--- src/rtl/addr_filter_pkg.sv ---
package addr_filter_pkg;

    localparam int PERM_W = 4;
    localparam int SVC_W  = 2;

    typedef enum logic [SVC_W-1:0] {
        SVC_MAIL = 2'd0,
        SVC_WEB  = 2'd1,
        SVC_FILE = 2'd2,
        SVC_TERM = 2'd3
    } svc_e;

    // Registered result of the selection stage
    typedef struct packed {
        logic valid;
        logic hit;
        logic permit;
    } verdict_t;

    // Number of ones in a mask of up to 64 bits
    function automatic int unsigned count_ones(input logic [63:0] v);
        int unsigned n;
        n = 0;
        for (int i = 0; i < 64; i++) begin
            n += {31'd0, v[i]};
        end
        return n;
    endfunction

endpackage

--- src/rtl/filter_entry_table.sv ---
module filter_entry_table
    import addr_filter_pkg::*;
#(
    parameter int ADDR_W = 32,
    parameter int DEPTH  = 16,
    parameter int IDX_W  = 4,
    parameter int CNT_W  = 6
) (
    input  logic                         clk,
    input  logic                         rst,
    input  logic                         wr_en,
    input  logic [IDX_W-1:0]             wr_idx,
    input  logic [ADDR_W-1:0]            wr_addr,
    input  logic [ADDR_W-1:0]            wr_mask,
    input  logic [PERM_W-1:0]            wr_perm,
    input  logic                         wr_valid,
    input  logic [ADDR_W-1:0]            key_addr,
    input  logic [SVC_W-1:0]             key_svc,
    output logic [DEPTH-1:0]             match_o,
    output logic [DEPTH-1:0]             perm_bit_o,
    output logic [DEPTH-1:0][CNT_W-1:0]  care_cnt_o
);

    // Care-bit count of the incoming mask, computed once at write time
    logic [CNT_W-1:0] wr_cnt;
    assign wr_cnt = CNT_W'(count_ones(64'(wr_mask)));

    for (genvar e = 0; e < DEPTH; e++) begin : g_ent
        logic              vld_q;
        logic [ADDR_W-1:0] addr_q;
        logic [ADDR_W-1:0] mask_q;
        logic [PERM_W-1:0] perm_q;
        logic [CNT_W-1:0]  cnt_q;
        logic              sel;

        assign sel = wr_en && (wr_idx == IDX_W'(e));

        always_ff @(posedge clk) begin
            if (rst) begin
                vld_q  <= 1'b0;
                addr_q <= '0;
                mask_q <= '0;
                perm_q <= '0;
                cnt_q  <= '0;
            end else if (sel) begin
                vld_q  <= wr_valid;
                addr_q <= wr_addr;
                mask_q <= wr_mask;
                perm_q <= wr_perm;
                cnt_q  <= wr_cnt;
            end
        end

        assign match_o[e]    = vld_q && (((key_addr ^ addr_q) & mask_q) == '0);
        assign perm_bit_o[e] = perm_q[key_svc];
        assign care_cnt_o[e] = cnt_q;
    end

endmodule

--- src/rtl/filter_best_pick.sv ---
module filter_best_pick #(
    parameter int DEPTH = 16,
    parameter int IDX_W = 4,
    parameter int CNT_W = 6
) (
    input  logic [DEPTH-1:0]            match_i,
    input  logic [DEPTH-1:0][CNT_W-1:0] cnt_i,
    output logic                        found_o,
    output logic [IDX_W-1:0]            idx_o
);

    logic [CNT_W-1:0] best;

    // Strictly greater replaces, so equal counts keep the lower index
    always_comb begin
        found_o = 1'b0;
        idx_o   = '0;
        best    = '0;
        for (int i = 0; i < DEPTH; i++) begin
            if (match_i[i] && (!found_o || cnt_i[i] > best)) begin
                found_o = 1'b1;
                idx_o   = IDX_W'(i);
                best    = cnt_i[i];
            end
        end
    end

endmodule

--- src/rtl/addr_perm_filter.sv ---
module addr_perm_filter
    import addr_filter_pkg::*;
#(
    parameter int ADDR_W = 32,
    parameter int DEPTH  = 16,
    localparam int IDX_W = (DEPTH > 1) ? $clog2(DEPTH) : 1,
    localparam int CNT_W = $clog2(ADDR_W + 1)
) (
    input  logic              clk,
    input  logic              rst,
    input  logic              wr_en,
    input  logic [IDX_W-1:0]  wr_idx,
    input  logic [ADDR_W-1:0] wr_addr,
    input  logic [ADDR_W-1:0] wr_mask,
    input  logic [3:0]        wr_perm,
    input  logic              wr_valid,
    input  logic              req_valid,
    input  logic [ADDR_W-1:0] req_addr,
    input  logic [1:0]        req_svc,
    output logic              rsp_valid,
    output logic              rsp_hit,
    output logic [IDX_W-1:0]  rsp_idx,
    output logic              rsp_permit
);

    logic [DEPTH-1:0]            tbl_match;
    logic [DEPTH-1:0]            tbl_perm;
    logic [DEPTH-1:0][CNT_W-1:0] tbl_cnt;

    filter_entry_table #(
        .ADDR_W(ADDR_W), .DEPTH(DEPTH), .IDX_W(IDX_W), .CNT_W(CNT_W)
    ) u_table (
        .clk        (clk),
        .rst        (rst),
        .wr_en      (wr_en),
        .wr_idx     (wr_idx),
        .wr_addr    (wr_addr),
        .wr_mask    (wr_mask),
        .wr_perm    (wr_perm),
        .wr_valid   (wr_valid),
        .key_addr   (req_addr),
        .key_svc    (req_svc),
        .match_o    (tbl_match),
        .perm_bit_o (tbl_perm),
        .care_cnt_o (tbl_cnt)
    );

    // Stage 1: snapshot of compare results, so later writes cannot disturb
    logic                        s1_vld;
    logic [DEPTH-1:0]            s1_match;
    logic [DEPTH-1:0]            s1_perm;
    logic [DEPTH-1:0][CNT_W-1:0] s1_cnt;

    always_ff @(posedge clk) begin
        if (rst) begin
            s1_vld   <= 1'b0;
            s1_match <= '0;
            s1_perm  <= '0;
            s1_cnt   <= '0;
        end else begin
            s1_vld   <= req_valid;
            s1_match <= req_valid ? tbl_match : '0;
            s1_perm  <= tbl_perm;
            s1_cnt   <= tbl_cnt;
        end
    end

    // Stage 2: choose most specific entry and register the verdict
    logic             pick_found;
    logic [IDX_W-1:0] pick_idx;

    filter_best_pick #(
        .DEPTH(DEPTH), .IDX_W(IDX_W), .CNT_W(CNT_W)
    ) u_pick (
        .match_i (s1_match),
        .cnt_i   (s1_cnt),
        .found_o (pick_found),
        .idx_o   (pick_idx)
    );

    verdict_t         nxt_v, out_v;
    logic [IDX_W-1:0] nxt_idx, out_idx;

    always_comb begin
        nxt_v.valid  = s1_vld;
        nxt_v.hit    = s1_vld && pick_found;
        nxt_v.permit = nxt_v.hit && s1_perm[pick_idx];
        nxt_idx      = nxt_v.hit ? pick_idx : '0;
    end

    always_ff @(posedge clk) begin
        if (rst) begin
            out_v   <= '0;
            out_idx <= '0;
        end else begin
            out_v   <= nxt_v;
            out_idx <= nxt_idx;
        end
    end

    assign rsp_valid  = out_v.valid;
    assign rsp_hit    = out_v.hit;
    assign rsp_permit = out_v.permit;
    assign rsp_idx    = out_idx;

endmodule

--- config.mk ---
export PLATFORM = sky130hd
export DESIGN_NAME = addr_perm_filter
export DESIGN_NICKNAME = d
export VERILOG_FILES = /design/src/rtl/addr_filter_pkg.sv /design/src/rtl/filter_entry_table.sv /design/src/rtl/filter_best_pick.sv /design/src/rtl/addr_perm_filter.sv
export SDC_FILE = /design/constraint.sdc
export NUM_CORES = 2
export LEC_CHECK = 0
export BUFFER_PORTS_ARGS = -buffer_cell sky130_fd_sc_hd__buf_2
export CAP_MARGIN = 20
export CORE_ASPECT_RATIO = 1.5
export CORE_MARGIN = 10
export CORE_UTILIZATION = 30
export CTS_CLUSTER_SIZE = 10
export DETAILED_ROUTE_END_ITERATION = 12
export PLACE_DENSITY = 0.51
export SLEW_MARGIN = 10
export SYNTH_ARGS = -nofsm -noshare
export SYNTH_HDL_FRONTEND = slang
export SYNTH_SLANG_ARGS = --single-unit
--- constraint.sdc ---
create_clock -name clk -period 56.7 [get_ports clk]
set_clock_uncertainty 0.1 [all_clocks]
set_input_delay 5.67 -clock clk [delete_from_list [all_inputs] [get_ports clk]]
set_output_delay 5.67 -clock clk [all_outputs]
set_load 0.01 [all_outputs]
* After elaboration in Yosys (flattened, before gate mapping) *
Index checks and enable logic that the tools add are counted.
Widths: inputs -> output; s select.

storage, ports and cells
  flip-flop bits (word level) = 1336
  input bits = 111
  output and inout bits = 7
  logic and storage cells = 378

cells by class
  add/subtract/negate cells = 31
  order comparisons = 17
  equality and inequality tests = 15
  mux-type cells = 80
  bitwise gates (word level) = 34
  reductions and logical operators = 98

operator list
  operator            number
  $and 32x32->32      16
  $logic_not 32->1    16
  $xor 32x32->32      16
  $add 6x1->6         30
  $gt 6x6->1          15
  $mux 6              15
  $logic_and 1x1->1   49
  $mux 1              34
  $bmux 1 s2          16
  $eq 4x4->1 const B  8
  $mux 4              8
  $eq 4x3->1 const B  4
  $logic_not 1->1     15
  $logic_or 1x1->1    15
  $mux 3              4
  $eq 4x2->1 const B  2
  $lt 4x5->1 const B  1
  $bmux 1 s4          1
  $eq 4x1->1 const B  1
  $logic_not 4->1     1
  $mux 2              2
  $reduce_or 2->1     2
  $lt 2x3->1 const B  1
  $add 1x1->2         1
  $not 1->1           2

* Depth between registers and ports, before layout *
  depth after elaboration = 64
  mapped depth = 151
  gate-level depth less buffers = 141

* Cells and area by module *
From an unflattened synthesis, not the netlist that was laid out.

unflattened totals
  cell total of the unflattened synthesis = 7332
  area total of the unflattened synthesis = 58548.7 um2

modules (own cells, without submodules)
  module              instances  cells each  area each (um2)  sequential area each (um2)
  filter_entry_table  1          6357        49910.4          24023.0
  filter_best_pick    1          676         4864.7           0.0
  addr_perm_filter    1          299         3773.6           2722.6

* Worst setup path after synthesis *
Ideal clock, no wire load.

  path type = register to register
  from = reg s1_match[0]
  to = reg out_v, in the netlist rsp_permit
  library setup time = 127 ps
  arrival = 26733 ps
  required time = 56473 ps
  setup slack = 29740 ps
  cell stages (with the launch flop) = 144
  path buffers = 11
  clock period less this slack = 26960 ps
  cell sequence = dfxtp_1 > buf_4 > and2_1 > inv_1 > ha_1 > nand4_1 > o21bai_4 > a31oi_1 > nand2_1 > o21ai_0 > inv_1 > ha_1 > nand4_1 > o21bai_1 > a31oi_1 > clkbuf_1 > mux2_2 > inv_1 > [... 108 more ...] > nand2_1 > o21ai_1 > ha_1 > nor2b_1 > o21a_1 > o21a_1 > o21ai_0 > nand2b_1 > a21oi_1 > a31oi_1 > o21ai_0 > nand2_1 > nor3_1 > and2_1 > clkbuf_1 > nor3b_1 > o31ai_1 > nand3_1

between the ends
  longest elaborated chain between the ends = 64
  elaborated cells between the ends (all ways) = 110
  those cells by class = order compare: 15; mux: 48; reduce/logical: 47

RTL lines
  element                                        RTL line                source
  start: declaration                             addr_perm_filter.sv:50  logic [DEPTH-1:0] s1_match;
  start signal: assignment                       addr_perm_filter.sv:62  s1_match <= req_valid ? tbl_match : '0;
  $mux 6 or $mux 1 (tied branches)               filter_best_pick.sv:20  if (match_i[i] && (!found_o || cnt_i[i] > best)) begin
  $gt 6x6->1 or $logic_not 1->1 (tied branches)  filter_best_pick.sv:20
  $logic_or 1x1->1                               filter_best_pick.sv:20
  $logic_and 1x1->1                              filter_best_pick.sv:20
  $mux 6 or $mux 1 (tied branches)               filter_best_pick.sv:20
  $gt 6x6->1 or $logic_not 1->1 (tied branches)  filter_best_pick.sv:20
  $logic_or 1x1->1                               filter_best_pick.sv:20
  $logic_and 1x1->1                              filter_best_pick.sv:20
  [... 48 more ...]                              n/a
  $mux 6 or $mux 1 (tied branches)               filter_best_pick.sv:20
  $gt 6x6->1 or $logic_not 1->1 (tied branches)  filter_best_pick.sv:20
  $logic_or 1x1->1                               filter_best_pick.sv:20
  $logic_and 1x1->1                              filter_best_pick.sv:20
  $mux 4                                         filter_best_pick.sv:20
  $bmux 1 s4                                     addr_perm_filter.sv:87  nxt_v.permit = nxt_v.hit && s1_perm[pick_idx];
  $mux 1 (implied by the code)                   addr_perm_filter.sv:87
  $logic_and 1x1->1 *                            addr_perm_filter.sv:87
  end signal: assignment                         addr_perm_filter.sv:96  out_v <= nxt_v;
  end: declaration                               addr_perm_filter.sv:81  verdict_t nxt_v, out_v;

Mark *: on every way between the ends. The rest lies on a longest branch, timed or not. The select of a mux whose other input is x is not followed.
A chain may end at the register's enable or synchronous reset.

* Worst setup path after layout *
Same ends and word-level chain as after synthesis.

==> run summary <==
## STA
* worst-margin pin slew: 1.26 ns
* final-layout worst hold slack: 0.349 ns
* accumulated negative setup slack: 0 ns
* post-route minimum period: 30.42 ns
* total of endpoints with negative setup slack in the final report: 0
* final-report hold violation count: 0
* highest achievable clock rate: 0.0329 GHz
* Max Transition Viols Final: 0
* unrepaired setup endpoints after global routing: false
* crit path setup slack, layout: 26.28 ns
* worst max-slew margin expressed relative to the limit: 16.2%
* final cycle utilization of the critical path: 53.6%

## Job
* max-capacitance violation count: 0

## Global route
* GR met2 Demand/Resource: 34.3%
* met3 layer usage reported by global route: 3.24%
* met1 routing resource usage after global routing: 23.2%
* global-route wire length before repair: 309000 um
* number of global-route vias before repair: 46.0k
* busiest metal layer after global routing: met2
* GRT Total Usage: 19.4%
* number of antenna violations at the first check in global routing: 50
* pin count of the biggest net entering global routing: 202
* GR Overflow Total: 0

## Floorplanning
* die height: 558 um
* initial core utilization: 30.1%
* area of the die: 0.211 sq mm
* placeable core region: 0.192 sq mm
* Die X-Extent: 379 um
* Boundary Pins: 118
* standard-cell rows: 197

## CTS
* clock tree from TritonCTS: built
* clock-pin slew reported for the worst setup and hold paths after clock tree synthesis: 0.05 ns
* count of clock tree sinks: 1336
* cell at the root of the clock tree: sky130_fd_sc_hd__clkbuf_16
* clock buffers created by TritonCTS: 153
* number of buffers inserted by post-CTS setup repair: 0
* number of H-tree branching levels: 4
* number of gates resized after cts: 0
* Bufs on Longest Clock Path: 3
* hold buffers post-CTS: 0
* insertion delay to the later sink of the worst-skew pair: 0.79 ns

## Yosys
* top cells by area, synth: sky130_fd_sc_hd__dfxtp_1 46%, sky130_fd_sc_hd__nand2_1 16%, sky130_fd_sc_hd__a21oi_1 11%, sky130_fd_sc_hd__xor2_1 7.8%, sky130_fd_sc_hd__clkbuf_1 3.6%
* most numerous cell in the Yosys netlist: sky130_fd_sc_hd__nand2_1
* main flop type after synthesis: sky130_fd_sc_hd__dfxtp_1
* cell type contributing the most total cell area after synthesis: sky130_fd_sc_hd__dfxtp_1
* post-synthesis register bit count: 1336
* fraction of the yosys area taken by sequential cells: 46.2%
* most instantiated cells after synthesis: 2390 x sky130_fd_sc_hd__nand2_1, 1336 x sky130_fd_sc_hd__dfxtp_1, 1222 x sky130_fd_sc_hd__a21oi_1
* Async S/R FF share, synth: 0%
* synthesized netlist net count: 7519
* number of warnings reported in the yosys synthesis log: 0
* average cell area after synthesis: 7.92 sq um
* fraction of post-synthesis cell area in the top cell type by area: 46.2%
* Netlist Area Pre-Place: 0.0579 sq mm
* library cells used by synthesis: 97
* synthesized netlist cell count: 7302
* Post-synth EDFFs: 0

## Layout
* Area Overhead vs Synth: 10.8%
* Final nets: 7221
* layout cell share with drive strength beyond 1: 6.52%

## Worst setup path
* peak fanout along the critical path: 16
* most frequent cell on the critical path: sky130_fd_sc_hd__ha_1
* kind of start point of the critical path: flop
* delay of the slowest critical-path stage: 0.78 ns
* critical path capture point type: flop
* signal arrival time at the worst endpoint: 30.97 ns
* type of the worst setup path: reg2reg
* required time at the endpoint of the critical path: 57.25 ns
* Slowest-stage cell, CP: sky130_fd_sc_hd__o21ai_1

## Placement
* Final Wtd Congestion: 0.849
* post-placement worst setup slack: 25.61 ns
* HPWL after detailed placement: 133000 um
* Port Buf Inserts: 117

## Routing
* DR vias/cell: 5.07
* DRC viols: 0
* first drt pass iteration count: 6
* DRT Wirelength: 212000 um
* Initial DRC Count: 4238
* detail-routed net length per standard cell: 22.2 um
* via count: 48.3k
* Detail Route Antenna Nets: 0

## Power and ir drop
* Worst VDD drop: 121 uV
* power density of the placed cells: 34.6 mW/mm^2
* leakage power: 23.3 nW

## Outcome
* outcome: finished, final reports clean

## Worst hold path
* path class of the lowest-slack min-delay path: reg2reg

[final timing paths]
check,slack [ns],startpoint,end,cells past startpoint
min reg2reg,0.35,u_table.g_ent[7].cnt_q[0],u_table.g_ent[7].cnt_q[0],2
max reg2reg,26.28,s1_match[0],rsp_permit,136
max,26.28,s1_match[0],rsp_permit,136
min,0.35,u_table.g_ent[7].cnt_q[0],u_table.g_ent[7].cnt_q[0],2
[metal layers]
layer / vias to the layer above / wire length [um]
met1: 23400 / 86500
met3: 343 / 11800
met5: - / 176
met2: 1270 / 105000
li1: 23300 / -
met4: 30 / 8680
[placed cells by master (no fill, tap or decap), types with 7 or more instances in the layout]
| cell type | netlist | layout |
|---|---|---|
| sky130_fd_sc_hd__nand2_1 | 2390 | 2378 |
| sky130_fd_sc_hd__dfxtp_1 | 1336 | 1336 |
| sky130_fd_sc_hd__a21oi_1 | 1222 | 1222 |
| sky130_fd_sc_hd__xor2_1 | 515 | 515 |
| sky130_fd_sc_hd__clkbuf_16 | 0 | 156 |
| sky130_fd_sc_hd__nor2b_1 | 131 | 130 |
| sky130_fd_sc_hd__nor2_1 | 141 | 129 |
| sky130_fd_sc_hd__inv_1 | 116 | 116 |
| sky130_fd_sc_hd__buf_2 | 2 | 116 |
| sky130_fd_sc_hd__a22o_1 | 96 | 96 |
| sky130_fd_sc_hd__a221oi_1 | 96 | 96 |
| sky130_fd_sc_hd__ha_1 | 82 | 82 |
| sky130_fd_sc_hd__buf_4 | 1 | 62 |
| sky130_fd_sc_hd__nand4_1 | 60 | 60 |
| sky130_fd_sc_hd__o21ai_0 | 44 | 44 |
| sky130_fd_sc_hd__a22oi_1 | 33 | 33 |
| sky130_fd_sc_hd__nor3_1 | 31 | 27 |
| sky130_fd_sc_hd__fa_1 | 24 | 24 |
| sky130_fd_sc_hd__a211oi_1 | 23 | 23 |
| sky130_fd_sc_hd__nand3_1 | 24 | 20 |
| sky130_fd_sc_hd__mux2_2 | 20 | 20 |
| sky130_fd_sc_hd__mux2i_1 | 19 | 19 |
| sky130_fd_sc_hd__nand2b_1 | 18 | 18 |
| sky130_fd_sc_hd__diode_2 | 0 | 17 |
| sky130_fd_sc_hd__a222oi_1 | 16 | 16 |
| sky130_fd_sc_hd__mux4_2 | 16 | 16 |
| sky130_fd_sc_hd__o21ai_1 | 15 | 15 |
| sky130_fd_sc_hd__nor2_4 | 0 | 12 |
| sky130_fd_sc_hd__nand2_4 | 0 | 12 |
| sky130_fd_sc_hd__o21a_1 | 11 | 11 |
| sky130_fd_sc_hd__a21o_1 | 10 | 10 |
| sky130_fd_sc_hd__a31oi_1 | 10 | 10 |
| sky130_fd_sc_hd__xnor2_1 | 11 | 10 |
| sky130_fd_sc_hd__and3_1 | 9 | 9 |
| sky130_fd_sc_hd__and2_1 | 9 | 9 |
| sky130_fd_sc_hd__o31ai_1 | 7 | 7 |
| sky130_fd_sc_hd__or3_1 | 7 | 7 |
[flip-flops by register name (all words and copies together) (netlist names)]
signal and flops:
rsp_hit 1, s1_match 16, s1_cnt 96, rsp_valid 1
u_table.g_ent.perm_q 64, u_table.g_ent.vld_q 16, s1_perm 16, rsp_permit 1
u_table.g_ent.addr_q 512, u_table.g_ent.mask_q 512, rsp_idx 4, s1_vld 1
u_table.g_ent.cnt_q 96
[power by group]
part / leakage, nW / internal, W / switching [W]
Sequential: 10.8 / 0.000959 / 0.0000109
Combinational: 10.5 / 0.0000947 / 0.000274
Clock: 2.02 / 0.000495 / 0.000383
Total: 23.3 / 0.00155 / 0.000667
[cells by family after synthesis]
group	after synthesis	share of synthesized area [%]
XOR/XNOR	526	7.96
adder cells (fa/ha/maj)	109	2.66
buffers and inverters	752	4.89
AO/OA/AOI/OAI	1659	16.8
flip-flops	1336	46.2
multiplexers	61	1.48
AND/OR/NAND/NOR	2859	20.0
[final cells by class]
type	instances	area, sq um
diodes	17	42.5
clock buffers	165	3970
clock inverters	11	146
fillers	19900	128000
inverters	117	439
multi-input cells	5214	28500
flip-flops and latches	1336	26700
well taps	2487	3110
repair buffers	182	1120
[metrics by stage]
stage	power [W]	util (%)	std cells	cell area (sq um)
final	0.00222	33.4	9529	64100
after global routing	0.00230	33.4	9518	64100
after CTS	0.00224	33.4	9510	64100
after detailed placement	0.00136	31.2	9334	60000
after global placement	0.00136	31.2	9333	59900
after floorplan	0.00119	-	7302	57900
[critical path: cells and delay by family, from the launching register on]
family / cells / cell delay (ns)
fa+ha+maj: 17 / 4.35
buf+inv: 14 / 1.72
mux: 10 / 3.52
simple gates: 39 / 7.25
flops: 1 / 0.58
compound gates: 56 / 12.69
(Power assumes the default switching activity.)
